[src/rtl/refclk_pkg.sv]
package refclk_pkg;
  localparam int unsigned CTRL_W  = 16;
  localparam int unsigned DIV_W   = 4;
  localparam int unsigned NUM_SRC = 2;
  // control word field positions
  localparam int unsigned EN_POS  = 15;
  localparam int unsigned SLP_POS = 13;
  localparam int unsigned SEL_POS = 12;
  localparam int unsigned DIV_POS = 8;

  typedef enum logic {
    SRC_SYS  = 1'b0,
    SRC_PRIM = 1'b1
  } src_sel_e;

  typedef struct packed {
    logic             enable;
    logic             run_in_sleep;
    src_sel_e         source;
    logic [DIV_W-1:0] ratio;
  } cfg_t;

  function automatic cfg_t decode_ctrl(input logic [CTRL_W-1:0] word);
    cfg_t c;
    c.enable       = word[EN_POS];
    c.run_in_sleep = word[SLP_POS];
    c.source       = src_sel_e'(word[SEL_POS]);
    c.ratio        = word[DIV_POS +: DIV_W];
    return c;
  endfunction
endpackage

[src/rtl/refclk_rst_sync.sv]
module refclk_rst_sync #(
  parameter int unsigned STAGES = 2
) (
  input  logic clk,
  input  logic rst_n,
  output logic rst_sync_n
);
  logic [STAGES-1:0] chain_q;
  logic [STAGES-1:0] chain_d;

  always_comb begin
    chain_d = {chain_q[STAGES-2:0], 1'b1};
  end

  always_ff @(posedge clk or negedge rst_n) begin
    if (!rst_n) begin
      chain_q <= '0;
    end else begin
      chain_q <= chain_d;
    end
  end

  assign rst_sync_n = chain_q[STAGES-1];
endmodule

[src/rtl/refclk_src_sync.sv]
module refclk_src_sync #(
  parameter int unsigned STAGES = 2
) (
  input  logic clk,
  input  logic rst_n,
  input  logic src_in,
  output logic rise,
  output logic fall
);
  logic [STAGES-1:0] pipe_q;
  logic [STAGES-1:0] pipe_d;
  logic              last_q;
  logic              lvl;

  assign lvl = pipe_q[STAGES-1];

  always_comb begin
    pipe_d = {pipe_q[STAGES-2:0], src_in};
  end

  always_ff @(posedge clk or negedge rst_n) begin
    if (!rst_n) begin
      pipe_q <= '0;
      last_q <= 1'b0;
    end else begin
      pipe_q <= pipe_d;
      last_q <= lvl;
    end
  end

  assign rise = lvl & ~last_q;
  assign fall = ~lvl & last_q;
endmodule

[src/rtl/refclk_policy.sv]
module refclk_policy
  import refclk_pkg::*;
(
  input  logic clk,
  input  logic rst_n,
  input  cfg_t cfg,
  input  logic sleep,
  input  logic prim_mode,
  output logic run,
  output logic keep
);
  logic sleep_ok;
  logic keep_d;
  logic keep_q;

  always_comb begin
    keep_d   = cfg.enable & (cfg.source == SRC_PRIM) & cfg.run_in_sleep;
    sleep_ok = keep_d & prim_mode;
    run      = cfg.enable & (~sleep | sleep_ok);
  end

  always_ff @(posedge clk or negedge rst_n) begin
    if (!rst_n) begin
      keep_q <= 1'b0;
    end else begin
      keep_q <= keep_d;
    end
  end

  assign keep = keep_q;
endmodule

[src/rtl/refclk_divider.sv]
module refclk_divider
  import refclk_pkg::*;
#(
  parameter int unsigned RATIO_W = DIV_W,
  parameter int unsigned SRC_N   = NUM_SRC
) (
  input  logic               clk,
  input  logic               rst_n,
  input  logic               run,
  input  src_sel_e           pend_src,
  input  logic [RATIO_W-1:0] pend_ratio,
  input  logic [SRC_N-1:0]   src_rise,
  input  logic [SRC_N-1:0]   src_fall,
  output logic               ref_out
);
  localparam int unsigned MAX_EXP = (1 << RATIO_W) - 1;
  localparam int unsigned CNT_W   = (MAX_EXP > 1) ? MAX_EXP - 1 : 1;
  localparam int unsigned HW      = CNT_W + 2;

  src_sel_e           src_q, src_d;
  logic [RATIO_W-1:0] ratio_q, ratio_d;
  logic [CNT_W-1:0]   cnt_q, cnt_d;
  logic               out_q, out_d;
  logic               align_q, align_d;
  logic               sel_rise, sel_fall;
  logic               commit;
  logic [HW-1:0]      half_full;
  logic [CNT_W-1:0]   lim;

  assign sel_rise = src_rise[src_q];
  assign sel_fall = src_fall[src_q];

  // half period in source rising edges, minus one
  always_comb begin
    half_full = (HW'(1) << ratio_q) >> 1;
    lim       = CNT_W'(half_full - HW'(1));
  end

  always_comb begin
    out_d   = out_q;
    cnt_d   = cnt_q;
    src_d   = src_q;
    ratio_d = ratio_q;
    align_d = align_q;
    commit  = 1'b0;
    if (!run) begin
      out_d   = 1'b0;
      cnt_d   = '0;
      src_d   = pend_src;
      ratio_d = pend_ratio;
      align_d = 1'b0;
    end else if (align_q) begin
      if (sel_rise) begin
        align_d = 1'b0;
      end
    end else if (ratio_q == '0) begin
      if (sel_rise) begin
        out_d  = 1'b1;
        commit = ~out_q;
      end else if (sel_fall) begin
        out_d = 1'b0;
      end
    end else if (sel_rise) begin
      if (cnt_q == lim) begin
        cnt_d  = '0;
        out_d  = ~out_q;
        commit = ~out_q;
      end else begin
        cnt_d = cnt_q + 1'b1;
      end
    end
    if (commit) begin
      src_d   = pend_src;
      ratio_d = pend_ratio;
      cnt_d   = '0;
      align_d = (pend_src != src_q);
    end
  end

  always_ff @(posedge clk or negedge rst_n) begin
    if (!rst_n) begin
      out_q   <= 1'b0;
      cnt_q   <= '0;
      src_q   <= SRC_SYS;
      ratio_q <= '0;
      align_q <= 1'b0;
    end else begin
      out_q   <= out_d;
      cnt_q   <= cnt_d;
      src_q   <= src_d;
      ratio_q <= ratio_d;
      align_q <= align_d;
    end
  end

  assign ref_out = out_q;
endmodule

[src/rtl/refclk_gen.sv]
module refclk_gen
  import refclk_pkg::*;
#(
  parameter int unsigned SYNC_STAGES = 2
) (
  input  logic              clk,
  input  logic              rst_n,
  input  logic              clk_prim,
  input  logic              clk_sys,
  input  logic              sleep,
  input  logic              prim_mode,
  input  logic [CTRL_W-1:0] ctrl,
  output logic              ref_out,
  output logic              osc_keep
);
  logic               rst_sync_n;
  cfg_t               cfg;
  logic               run;
  logic [NUM_SRC-1:0] src_raw;
  logic [NUM_SRC-1:0] src_rise;
  logic [NUM_SRC-1:0] src_fall;
  logic               src_edge_any;
  logic               unused_ctrl_bits;

  assign cfg              = decode_ctrl(ctrl);
  assign unused_ctrl_bits = ^{ctrl[14], ctrl[7:0]};
  assign src_raw          = {clk_prim, clk_sys};
  assign src_edge_any     = |(src_rise | src_fall);

  refclk_rst_sync #(.STAGES(2)) u_rst (
    .clk        (clk),
    .rst_n      (rst_n),
    .rst_sync_n (rst_sync_n)
  );

  for (genvar g = 0; g < NUM_SRC; g++) begin : g_src
    refclk_src_sync #(.STAGES(SYNC_STAGES)) u_sync (
      .clk    (clk),
      .rst_n  (rst_sync_n),
      .src_in (src_raw[g]),
      .rise   (src_rise[g]),
      .fall   (src_fall[g])
    );
  end

  refclk_policy u_policy (
    .clk       (clk),
    .rst_n     (rst_sync_n),
    .cfg       (cfg),
    .sleep     (sleep),
    .prim_mode (prim_mode),
    .run       (run),
    .keep      (osc_keep)
  );

  refclk_divider u_div (
    .clk        (clk),
    .rst_n      (rst_sync_n),
    .run        (run),
    .pend_src   (cfg.source),
    .pend_ratio (cfg.ratio),
    .src_rise   (src_rise),
    .src_fall   (src_fall),
    .ref_out    (ref_out)
  );
endmodule

[config.mk]
export PLATFORM = sky130hd
export DESIGN_NAME = refclk_gen
export DESIGN_NICKNAME = d
export VERILOG_FILES = /design/src/rtl/refclk_pkg.sv /design/src/rtl/refclk_rst_sync.sv /design/src/rtl/refclk_src_sync.sv /design/src/rtl/refclk_policy.sv /design/src/rtl/refclk_divider.sv /design/src/rtl/refclk_gen.sv
export SDC_FILE = /design/constraint.sdc
export NUM_CORES = 1
export LEC_CHECK = 0
export BUFFER_PORTS_ARGS = -buffer_cell sky130_fd_sc_hd__buf_2
export CAP_MARGIN = 20
export CORE_MARGIN = 2
export CORE_UTILIZATION = 50
export DETAILED_ROUTE_END_ITERATION = 12
export GPL_ROUTABILITY_DRIVEN = 0
export PLACE_DENSITY = 0.69
export SYNTH_ARGS = -nofsm -noshare
export SYNTH_HDL_FRONTEND = slang
export SYNTH_HIERARCHICAL = 1
export SYNTH_SLANG_ARGS = --single-unit
[constraint.sdc]
create_clock -name clk -period 0.88 [get_ports clk]
set_input_delay 0.264 -clock clk [delete_from_list [all_inputs] [get_ports clk]]
set_output_delay 0.264 -clock clk [all_outputs]
set_load 0.01 [all_outputs]
=== After elaboration in Yosys (flattened, before gate mapping) ===
Cells that the tools add are included.

* Add/subtract/negate cells: 2
* Magnitude comparators: 1
* Eq/ne operators: 10
* Shifts and indexed selects: 1
* Muxes and demuxes: 31
* Bitwise logic cells: 15
* Reduce and logical (&&, ||, !) cells: 3

{| class="wikitable"
|+ Operators with widths
! kind !! number
|-
| 14-bit 2-to-1 mux || 6
|-
| 1-bit 2-to-1 mux || 23
|-
| 3-bit inequality test, second input constant || 6
|-
| 1-bit by 4-bit << shifter with 15-bit output, first input constant || 1
|-
| 14-bit by 1-bit adder with 14-bit output, second input constant || 1
|-
| 14-bit == test || 1
|-
| 14-bit by 1-bit subtractor with 14-bit output, second input constant || 1
|-
| 1-bit AND || 8
|-
| 4-bit 2-to-1 mux || 2
|-
| 1-bit NOT || 6
|-
| 4-bit zero test || 1
|-
| 2-bit inequality test, second input constant || 2
|-
| 4-bit AND reduction || 1
|-
| 3-bit AND reduction || 1
|-
| 1-bit by 2-bit < comparator with 1-bit output, second input constant || 1
|-
| 1-bit inequality test || 1
|-
| 1-bit bitwise OR || 1
|}

* Bits in registers: 30
* Input bits: 22
* Word-level logic and storage cells: 74

=== Longest topological paths before layout ===
Gate-level depths: netlist of the first run.

* Word-level depth: 10
* Mapped depth: 14
* Depth with buffers taken out: 11

=== Hierarchy ===
Netlist of the first run, hierarchy kept.

{| class="wikitable"
|+ Modules (own cells, without submodules)
! module !! instances !! cells an instance !! area each (µm²) !! sequential area each (µm²)
|-
| refclk_divider || 1 || 237 || 1941.9 || 525.5
|-
| refclk_src_sync || 2 || 5 || 90.1 || 75.1
|-
| refclk_rst_sync || 1 || 3 || 53.8 || 50.0
|-
| refclk_policy || 1 || 4 || 45.0 || 25.0
|}

=== Worst setup path after synthesis of the first run ===
Ideal clock, no wire load.

* Kind: register to register
* Start point: register u_div.ratio_q[2]
* End point: register u_div.out_q (netlist: u_div/ref_out)
* Data arrival time: 2924 ps
* Data required time: 810 ps
* Slack: -2114 ps
* Stages on the path, launching flop included: 14
* Buffers on the path: 3
* Period minus slack after synthesis: 2994 ps
* Path through: dfrtp_1 > buf_6 > buf_6 > nor2_2 > nand3b_1 > ha_1 > buf_2 > a31oi_1 > nor2_1 > a211oi_1 > nand4_1 > or4b_4 > or3_1 > nand3_1

* Word-level cells in the longest chain between the ends: 5

{| class="wikitable"
|+ Ends and longest elaborated chain
! element !! line !! source
|-
| start: declaration || refclk_divider.sv:21 || <nowiki>logic [RATIO_W-1:0] ratio_q, ratio_d;</nowiki>
|-
| start signal: assignment || refclk_divider.sv:91 || <nowiki>ratio_q <= ratio_d;</nowiki>
|-
| 1-bit by 4-bit << shifter with 15-bit output || refclk_divider.sv:35 || <nowiki>half_full = (HW'(1) << ratio_q) >> 1;</nowiki>
|-
| 14-bit by 1-bit subtractor with 14-bit output || refclk_divider.sv:36 || <nowiki>lim = CNT_W'(half_full - HW'(1));</nowiki>
|-
| 14-bit == test || refclk_divider.sv:64 || <nowiki>if (cnt_q == lim) begin</nowiki>
|-
| 3-bit inequality test (no source line) || - ||
|-
| 4-bit AND reduction (no source line) || - ||
|-
| end signal: assignment || refclk_divider.sv:88 || <nowiki>out_q <= out_d;</nowiki>
|-
| end: declaration || refclk_divider.sv:23 || <nowiki>logic out_q, out_d;</nowiki>
|}

Several ways; a longest one is shown, not always the timed one. The select of a mux whose other input is x is not followed.
A chain may end at the register's enable or synchronous reset.

=== Worst setup path in the final report of the first run ===
* Start point: register u_div.ratio_q[3]
* End point: register u_div.align_q

* Word-level cells in the longest chain between the ends: 9

{| class="wikitable"
|+ Ends and longest elaborated chain
! element !! line !! source
|-
| 1-bit by 4-bit << shifter with 15-bit output || refclk_divider.sv:35 ||
|-
| 14-bit by 1-bit subtractor with 14-bit output || refclk_divider.sv:36 ||
|-
| 14-bit == test || refclk_divider.sv:64 ||
|-
| 1-bit 2-to-1 mux || refclk_divider.sv:64 ||
|-
| 1-bit 2-to-1 mux || refclk_divider.sv:63 || <nowiki>end else if (sel_rise) begin</nowiki>
|-
| 1-bit 2-to-1 mux (*) || refclk_divider.sv:56 || <nowiki>end else if (ratio_q == '0) begin</nowiki>
|-
| 1-bit 2-to-1 mux (*) || refclk_divider.sv:52 || <nowiki>end else if (align_q) begin</nowiki>
|-
| 1-bit 2-to-1 mux (*) || refclk_divider.sv:46 || <nowiki>if (!run) begin</nowiki>
|-
| 1-bit 2-to-1 mux (*) || refclk_divider.sv:72 || <nowiki>if (commit) begin</nowiki>
|-
| via u_div.align_d || refclk_divider.sv:24 || <nowiki>logic align_q, align_d;</nowiki>
|-
| end signal: assignment || refclk_divider.sv:92 || <nowiki>align_q <= align_d;</nowiki>
|-
| end: declaration || refclk_divider.sv:24 ||
|}

Mark *: on every way through the listed nets, which the timed path passes. The rest lies on a longest branch.

==> results of run 1 <==
-- synth_stat cells (3+ instances only) --
cell type / n / area, um^2
a31oi_1: 4 / 25.02
nand4_1: 5 / 31.28
and3_1: 3 / 18.77
o2bb2ai_1: 4 / 35.03
a211oi_1: 3 / 22.52
nor4_1: 4 / 25.02
nor2_1: 10 / 37.54
mux2i_1: 5 / 50.05
nor3_1: 8 / 40.04
a21oi_1: 7 / 35.03
nand2_1: 22 / 82.58
buf_6: 3 / 33.78
o31ai_1: 4 / 30.03
inv_1: 7 / 26.28
xor2_1: 4 / 35.03
nand2b_1: 5 / 31.28
clkbuf_1: 6 / 22.52
o21ai_0: 19 / 95.09
o21bai_1: 4 / 30.03
mux2_2: 5 / 56.30
dfrtp_1: 30 / 750.7
nor4b_1: 4 / 35.03
or3_1: 6 / 37.54
nand3b_1: 3 / 22.52
ha_1: 5 / 62.56
nand3_1: 13 / 65.06
buf_2: 7 / 35.03
xnor2_1: 6 / 52.55
a21o_1: 3 / 22.52
-- flip-flops by register name (all words and copies together), names as in the netlist --
name	cells
g_src.u_sync/last_q	2
g_src.u_sync/pipe_q	4
u_div/align_q	1
u_div/cnt_q	14
u_div/ratio_q	4
u_div/ref_out	1
u_div/src_q	1
u_policy/keep	1
u_rst/chain_q	2
-- worst max path at each step --
stage                                  from                          end  slack [ns]  cells after the start
2_1_floorplan  u_div/ratio_q[2]$_DFFE_PN0P_    u_div/ref_out$_DFFE_PN0P_       -1.84                     13
3_3_place_gp   u_div/ratio_q[2]$_DFFE_PN0P_  u_div/cnt_q[12]$_DFFE_PN0P_       -1.79                      9
3_5_place_dp   u_div/ratio_q[3]$_DFFE_PN0P_  u_div/cnt_q[12]$_DFFE_PN0P_       -1.87                     11
4_1_cts        u_div/ratio_q[3]$_DFFE_PN0P_      u_div/align_q$_DFF_PN0_       -1.78                     11
5_1_grt        u_div/ratio_q[0]$_DFFE_PN0P_    u_div/ref_out$_DFFE_PN0P_       -1.97                     11
6_report       u_div/ratio_q[3]$_DFFE_PN0P_      u_div/align_q$_DFF_PN0_       -1.85                     11
-- through the flow --
stage	hold slack (ns)	utilization, %	area [um^2]
global route	0.08125	71.59	3095
CTS	0.07859	69.68	3013
floorplan	-0.03159	-	2286
global placement	0.04885	65.36	2826
detailed placement	0.05202	65.36	2826
finish	0.08161	71.59	3095
-- where the power goes --
part / internal, mW / switching, mW / total, mW
sequential: 1.43 / 0.0480 / 1.48
clock: 0.630 / 0.515 / 1.14
combinational: 0.620 / 0.683 / 1.30
total: 2.68 / 1.25 / 3.93
-- layout make-up --
type                    instances  area (um^2)  share of cell area, %
clock buffers                   7        86.33                  2.789
repair buffers                 87        663.1                  21.42
clock inverters                 1        5.005                 0.1617
well taps                      52        65.06                  2.102
flip-flops and latches         30        754.5                  24.37
multi-input cells             198         1495                  48.30
inverters                       7        26.28                 0.8488
-- repair_timing --
action / CTS / global route
hold endpoints to repair: 2 / 0
resized for setup: 13 / 11
setup endpoints to repair: 23 / 23
pin swaps: 3 / 2
buffers inserted: 3 / 2
hold buffers: 1 / 0
-- placed cells by master, fill, tap and decap left out, types with 4 or more instances in the layout --
| master | netlist | layout |
|---|---|---|
| xnor2_1 | 6 | 5 |
| mux2i_1 | 5 | 5 |
| nor2_1 | 10 | 9 |
| nand3_1 | 13 | 11 |
| inv_1 | 7 | 7 |
| mux2_2 | 5 | 4 |
| a21oi_1 | 7 | 7 |
| o21bai_1 | 4 | 4 |
| nor3_1 | 8 | 8 |
| buf_2 | 7 | 13 |
| ha_1 | 5 | 4 |
| buf_6 | 3 | 4 |
| nand2_1 | 22 | 22 |
| or3_1 | 6 | 6 |
| o21ai_0 | 19 | 9 |
| o21ai_1 | 1 | 10 |
| nand2b_1 | 5 | 5 |
| dfrtp_1 | 30 | 27 |
| nand4_1 | 5 | 5 |
| buf_4 | 2 | 67 |
| clkbuf_8 | 0 | 6 |
| o2bb2ai_1 | 4 | 4 |
-- critical path: stages, from the launching register on --
cell	delay, ns
dfrtp_2	0.43
nor2_4	0.13
nand3b_1	0.14
ha_4	0.25
xor2_4	0.16
xnor2_1	0.14
o2111a_1	0.25
nand3_2	0.08
a211oi_2	0.13
or4b_4	0.52
a211o_1	0.31
a21boi_1	0.11
-- cell families (layout without fill, tap and decap cells) --
logic type               count (synthesis)  after routing  synth area share, %
AND/OR/NAND/NOR                        101            101                25.86
AO/OA/AOI/OAI                           71             71                22.42
flip-flops                              30             30                33.80
buffers and inverters                   26            102                6.197
XOR/XNOR                                10             10                3.943
multiplexers                            10             10                4.789
adder cells (fa/ha/maj)                  5              5                2.817
other                                    1              1               0.1689
-- routing by layer --
layer  share of wire, %  routed length, um  vias up  track usage [%]
li1                   -                  -     1091                -
met5                  0                  0        -                0
met2                 49               3098       60            42.35
met3                5.0                318        8            5.128
met1                 44               2802     1065            35.97
met4                1.4                 86        0            6.709
==> impl_metrics.py, run 1 <==
metrics = {
    "outcome": {
        "status": "complete, but fails checks",
        "failed_checks": "setup timing",
    },
    "yosys": {
        "synth_edf_count": 0,
        "synth-seq-cells": 30,
        "syn-num-nets": 281,
        "yosysSeqAreaShare_pct": 33.80,
        "syn_area_per_cell_um2": 8.744,
        "synth_cell_types": 65,
        "synth-warning-count": 6,
        "syn-instance-count": 254,
        "synth-main-ff-cell": "dfrtp_1",
        "synthArstFlopShare_pct": 100.0,
        "synth_area_um2": 2221,
    },
    "pwr": {
        "vdd_drop_max_v": 0.001025,
        "power_density_nw_per_um2": 1269,
        "p_total_mw": 3.929,
        "p_leak_nw": 1.376,
    },
    "final_layout": {
        "drive_gt1_share_pct": 39.09,
        "fin_cells": 382,
        "antenna_cells": 0,
        "nNetsFinal": 356,
        "area_growth_pct": 39.38,
        "fill_cells": 341,
    },
    "route": {
        "postRouteAntennaNets": 0,
        "drtIter0Drc": 174,
        "drt_wl_total_um": 6305,
        "route.detailed.drc": 0,
        "vias_per_cell": 5.822,
        "drt-wirelength-per-cell_um": 16.51,
        "num_vias": 2224,
        "first_pass_iters": 4,
    },
    "floorplanning": {
        "core_area_um2": 4324,
        "ios": 24,
        "die_area_um2": 4991,
        "die_y_um": 70.65,
        "rows": 24,
        "die_w_um": 70.65,
        "start_util_pct": 51.36,
    },
    "worst_setup_path": {
        "crit_type": "reg -> reg",
        "reg2reg_slack_ns": -1.85,
        "cp-end-kind": "flop",
        "critPathLaunchType": "flop",
        "cp_max_fo": 7,
        "critPathRequiredTime_ns": 1.09,
        "reg2reg_to": "u_div/align_q$_DFF_PN0_",
        "rr_worst_depth": 11,
        "worst_ep_arrival_time_ns": 2.95,
        "r2r-start": "u_div/ratio_q[3]$_DFFE_PN0P_",
    },
    "sta": {
        "rsz0062_at_grt": "true",
        "skew_ns": 0.006421,
        "final_max_slew_viol_count": 0,
        "setup_viol": 23,
        "hold_viol_final": 0,
        "setup_ws_ns": -1.854,
        "layout_min_cycle_time_ns": 2.734,
        "tns_ns": -37.21,
        "period_share_pct": 310.6,
        "max_freq_ghz": 0.3658,
    },
    "global_routing": {
        "grt_pass1_vias": 2118,
        "grt.total_usage_pct": 26.04,
        "grt_overflow": 0,
        "antenna_found_initial": 0,
        "grt_pass1_wl_um": 10340,
        "grt_max_degree": 16,
    },
    "clocking": {
        "numCtsBuffers": 5,
        "clk_pin_slew_ns": 0.07,
        "cts_tree": "done",
        "clk_latency_ns": 0.28,
        "clk_path_buf_depth": 2,
        "cts.sinks": 30,
        "cts_root_buf": "clkbuf_8",
        "htree_levels": 2,
    },
    "worst_hold_path": {
        "holdCritStartpoint": "clk_prim",
        "hold_depth": 1,
        "hold_path_class": "in -> reg",
        "min_to": "g_src[1].u_sync/pipe_q[0]$_DFF_PN0_",
    },
    "placed_design": {
        "hpwl_um": 4498,
        "dp_cells": 368,
        "numPortBuffers": 14,
        "preCtsSetupSlack_ns": -1.866,
    },
    "flow_run": {
        "cap_violations": 0,
    },
}
Note: power is estimated with default switching activity, not from simulation.
==> inputs of run 2 (changes only) <==
--- a/config.mk
+++ b/config.mk
@@ -11,6 +11,7 @@
 export CORE_UTILIZATION = 50
 export DETAILED_ROUTE_END_ITERATION = 12
 export GPL_ROUTABILITY_DRIVEN = 0
+export MAX_ROUTING_LAYER = met4
 export PLACE_DENSITY = 0.69
 export SYNTH_ARGS = -nofsm -noshare
 export SYNTH_HDL_FRONTEND = slang
==> constraint.sdc (replaced) <==
create_clock -name clk -period 0.88 [get_ports clk]
set_input_delay 0.044 -clock clk [delete_from_list [all_inputs] [get_ports clk]]
set_output_delay 0.044 -clock clk [all_outputs]
set_load 0.01 [all_outputs]
==> impl_metrics.py, run 2 (same netlist as run 1, synthesis figures left out) <==
metrics = {
    "route": {
        "drt_wl_total_um": 6371,
        "postRouteAntennaNets": 0,
        "drtIter0Drc": 137,
        "num_vias": 2262,
        "route.detailed.drc": 0,
        "first_pass_iters": 5,
        "drt-wirelength-per-cell_um": 16.51,
        "vias_per_cell": 5.860,
    },
    "worst_setup_path": {
        "critPathLaunchType": "flop",
        "cp_max_fo": 7,
        "rr_worst_depth": 11,
        "critPathRequiredTime_ns": 1.09,
        "worst_ep_arrival_time_ns": 2.94,
        "cp-end-kind": "flop",
        "crit_type": "reg -> reg",
    },
    "sta": {
        "rsz0062_at_grt": "true",
        "tns_ns": -36.92,
        "max_freq_ghz": 0.3668,
        "layout_min_cycle_time_ns": 2.726,
        "setup_ws_ns": -1.846,
        "holdWs_ns": -0.0001018,
        "setup_viol": 22,
        "skew_ns": 0.006860,
        "hold_viol_final": 1,
        "period_share_pct": 309.8,
        "final_max_slew_viol_count": 0,
    },
    "global_routing": {
        "grt_pass1_wl_um": 10500,
        "grt_pass1_vias": 2135,
        "grt_max_degree": 16,
        "antenna_found_initial": 0,
        "grt.total_usage_pct": 27.30,
        "grt_overflow": 0,
    },
    "final_layout": {
        "final_cell_mix": "buf_4 (68), dfrtp_1 (27), nand2_1 (22)",
        "area_growth_pct": 41.07,
        "regMostFlops": "u_div/cnt_q",
        "drive_gt1_share_pct": 38.92,
        "largest_reg_flops": 14,
        "antenna_cells": 0,
        "reg.largest.list": "u_div/cnt_q x14, g_src.u_sync/pipe_q x4, u_div/ratio_q x4",
        "layout_commonest_cell": "buf_4",
        "nNetsFinal": 360,
        "fin_area_um2": 3133,
    },
    "placed_design": {
        "numPortBuffers": 14,
        "hpwl_um": 4498,
        "preCtsSetupSlack_ns": -1.866,
        "dpl_cell_area_um2": 2826,
    },
    "clocking": {
        "numCtsBuffers": 5,
        "cts.sinks": 30,
        "cts_root_buf": "clkbuf_8",
        "cts_tree": "done",
        "htree_levels": 2,
        "clk_path_buf_depth": 2,
        "clk_pin_slew_ns": 0.07,
        "clk_latency_ns": 0.28,
    },
    "floorplanning": {
        "core_area_um2": 4324,
        "start_util_pct": 51.36,
        "die_w_um": 70.65,
        "ios": 24,
        "die_y_um": 70.65,
        "die_area_um2": 4991,
        "rows": 24,
    },
    "outcome": {
        "status": "complete, but fails checks",
        "failed_checks": "hold timing, setup timing",
    },
    "worst_hold_path": {
        "hold_path_class": "in -> reg",
        "hold_depth": 2,
    },
    "pwr": {
        "power_density_nw_per_um2": 1259,
        "vdd_drop_max_v": 0.001024,
        "p_leak_nw": 1.393,
    },
    "flow_run": {
        "cap_violations": 0,
    },
}
[run 2: cell types whose count changed in the layout (fill, tap and decap cells not counted), sizes merged]
cell         change
dlygate4sd3      +3
buf              +1
[run 2: routing by layer]
metal	track usage, %	vias to the layer above	part of all wire, %
met4	6.709	0	1.9
met3	5.128	10	4.8
li1	-	1097	-
met2	43.19	61	48
met5	-	-	0
met1	36.61	1094	45
[run 2: path summary, 6_finish.rpt]
path                                                   start                            to  slack, ns
max in group asynchronous         u_rst/chain_q[1]$_DFF_PN0_  u_div/ratio_q[3]$_DFFE_PN0P_       0.46
worst min register to register    u_rst/chain_q[1]$_DFF_PN0_   u_div/cnt_q[10]$_DFFE_PN0P_       0.21
worst max-delay path            u_div/ratio_q[3]$_DFFE_PN0P_       u_div/align_q$_DFF_PN0_      -1.85
worst min-delay path                                ctrl[10]  u_div/ratio_q[2]$_DFFE_PN0P_    -0.0001
worst max register to register  u_div/ratio_q[3]$_DFFE_PN0P_       u_div/align_q$_DFF_PN0_      -1.85
min in group asynchronous                              rst_n    u_rst/chain_q[1]$_DFF_PN0_       0.08
[run 2: per-stage QoR]
stage          std cells  util, %  power, mW
2_1_floorplan        254        -      2.243
3_3_place_gp         368    65.36      2.607
5_1_grt              386    72.45      4.139
3_5_place_dp         368    65.36      2.641
4_1_cts              383    70.37      3.872
6_report             386    72.45      3.945
[run 2: critical path, stage by stage, from the launching register on]
cell,delay [ns]
dfrtp_2,0.43
nor2_4,0.13
nand3b_1,0.14
ha_4,0.25
xor2_4,0.16
xnor2_1,0.14
o2111a_1,0.24
nand3_2,0.08
a211oi_2,0.13
or4b_4,0.52
a211o_1,0.31
a21boi_1,0.11
[run 2: final cells by class]
cell class                 count  area (um^2)
clock inverter                 1        5.005
inverter                       7        26.28
fill                         338         1191
timing repair buffer          91        700.7
clock buffer                   7        86.33
sequential                    30        754.5
multi-input combinational    198         1495
tap                           52        65.06
[run 2: where the power goes]
part	internal, mW	switching [mW]	leakage, nW	total, mW
sequential	1.43	0.0480	0.384	1.48
clock	0.630	0.515	0.0482	1.14
combinational	0.632	0.687	0.960	1.32
[run 2: what timing repair did]
item,CTS,global route
hold buffers,4,0
hold endpoints to repair,5,0
buffers inserted,3,3
pin swaps,3,2
endpoints found under the setup margin,22,22
gates resized for setup,13,11
gates cloned,0,0
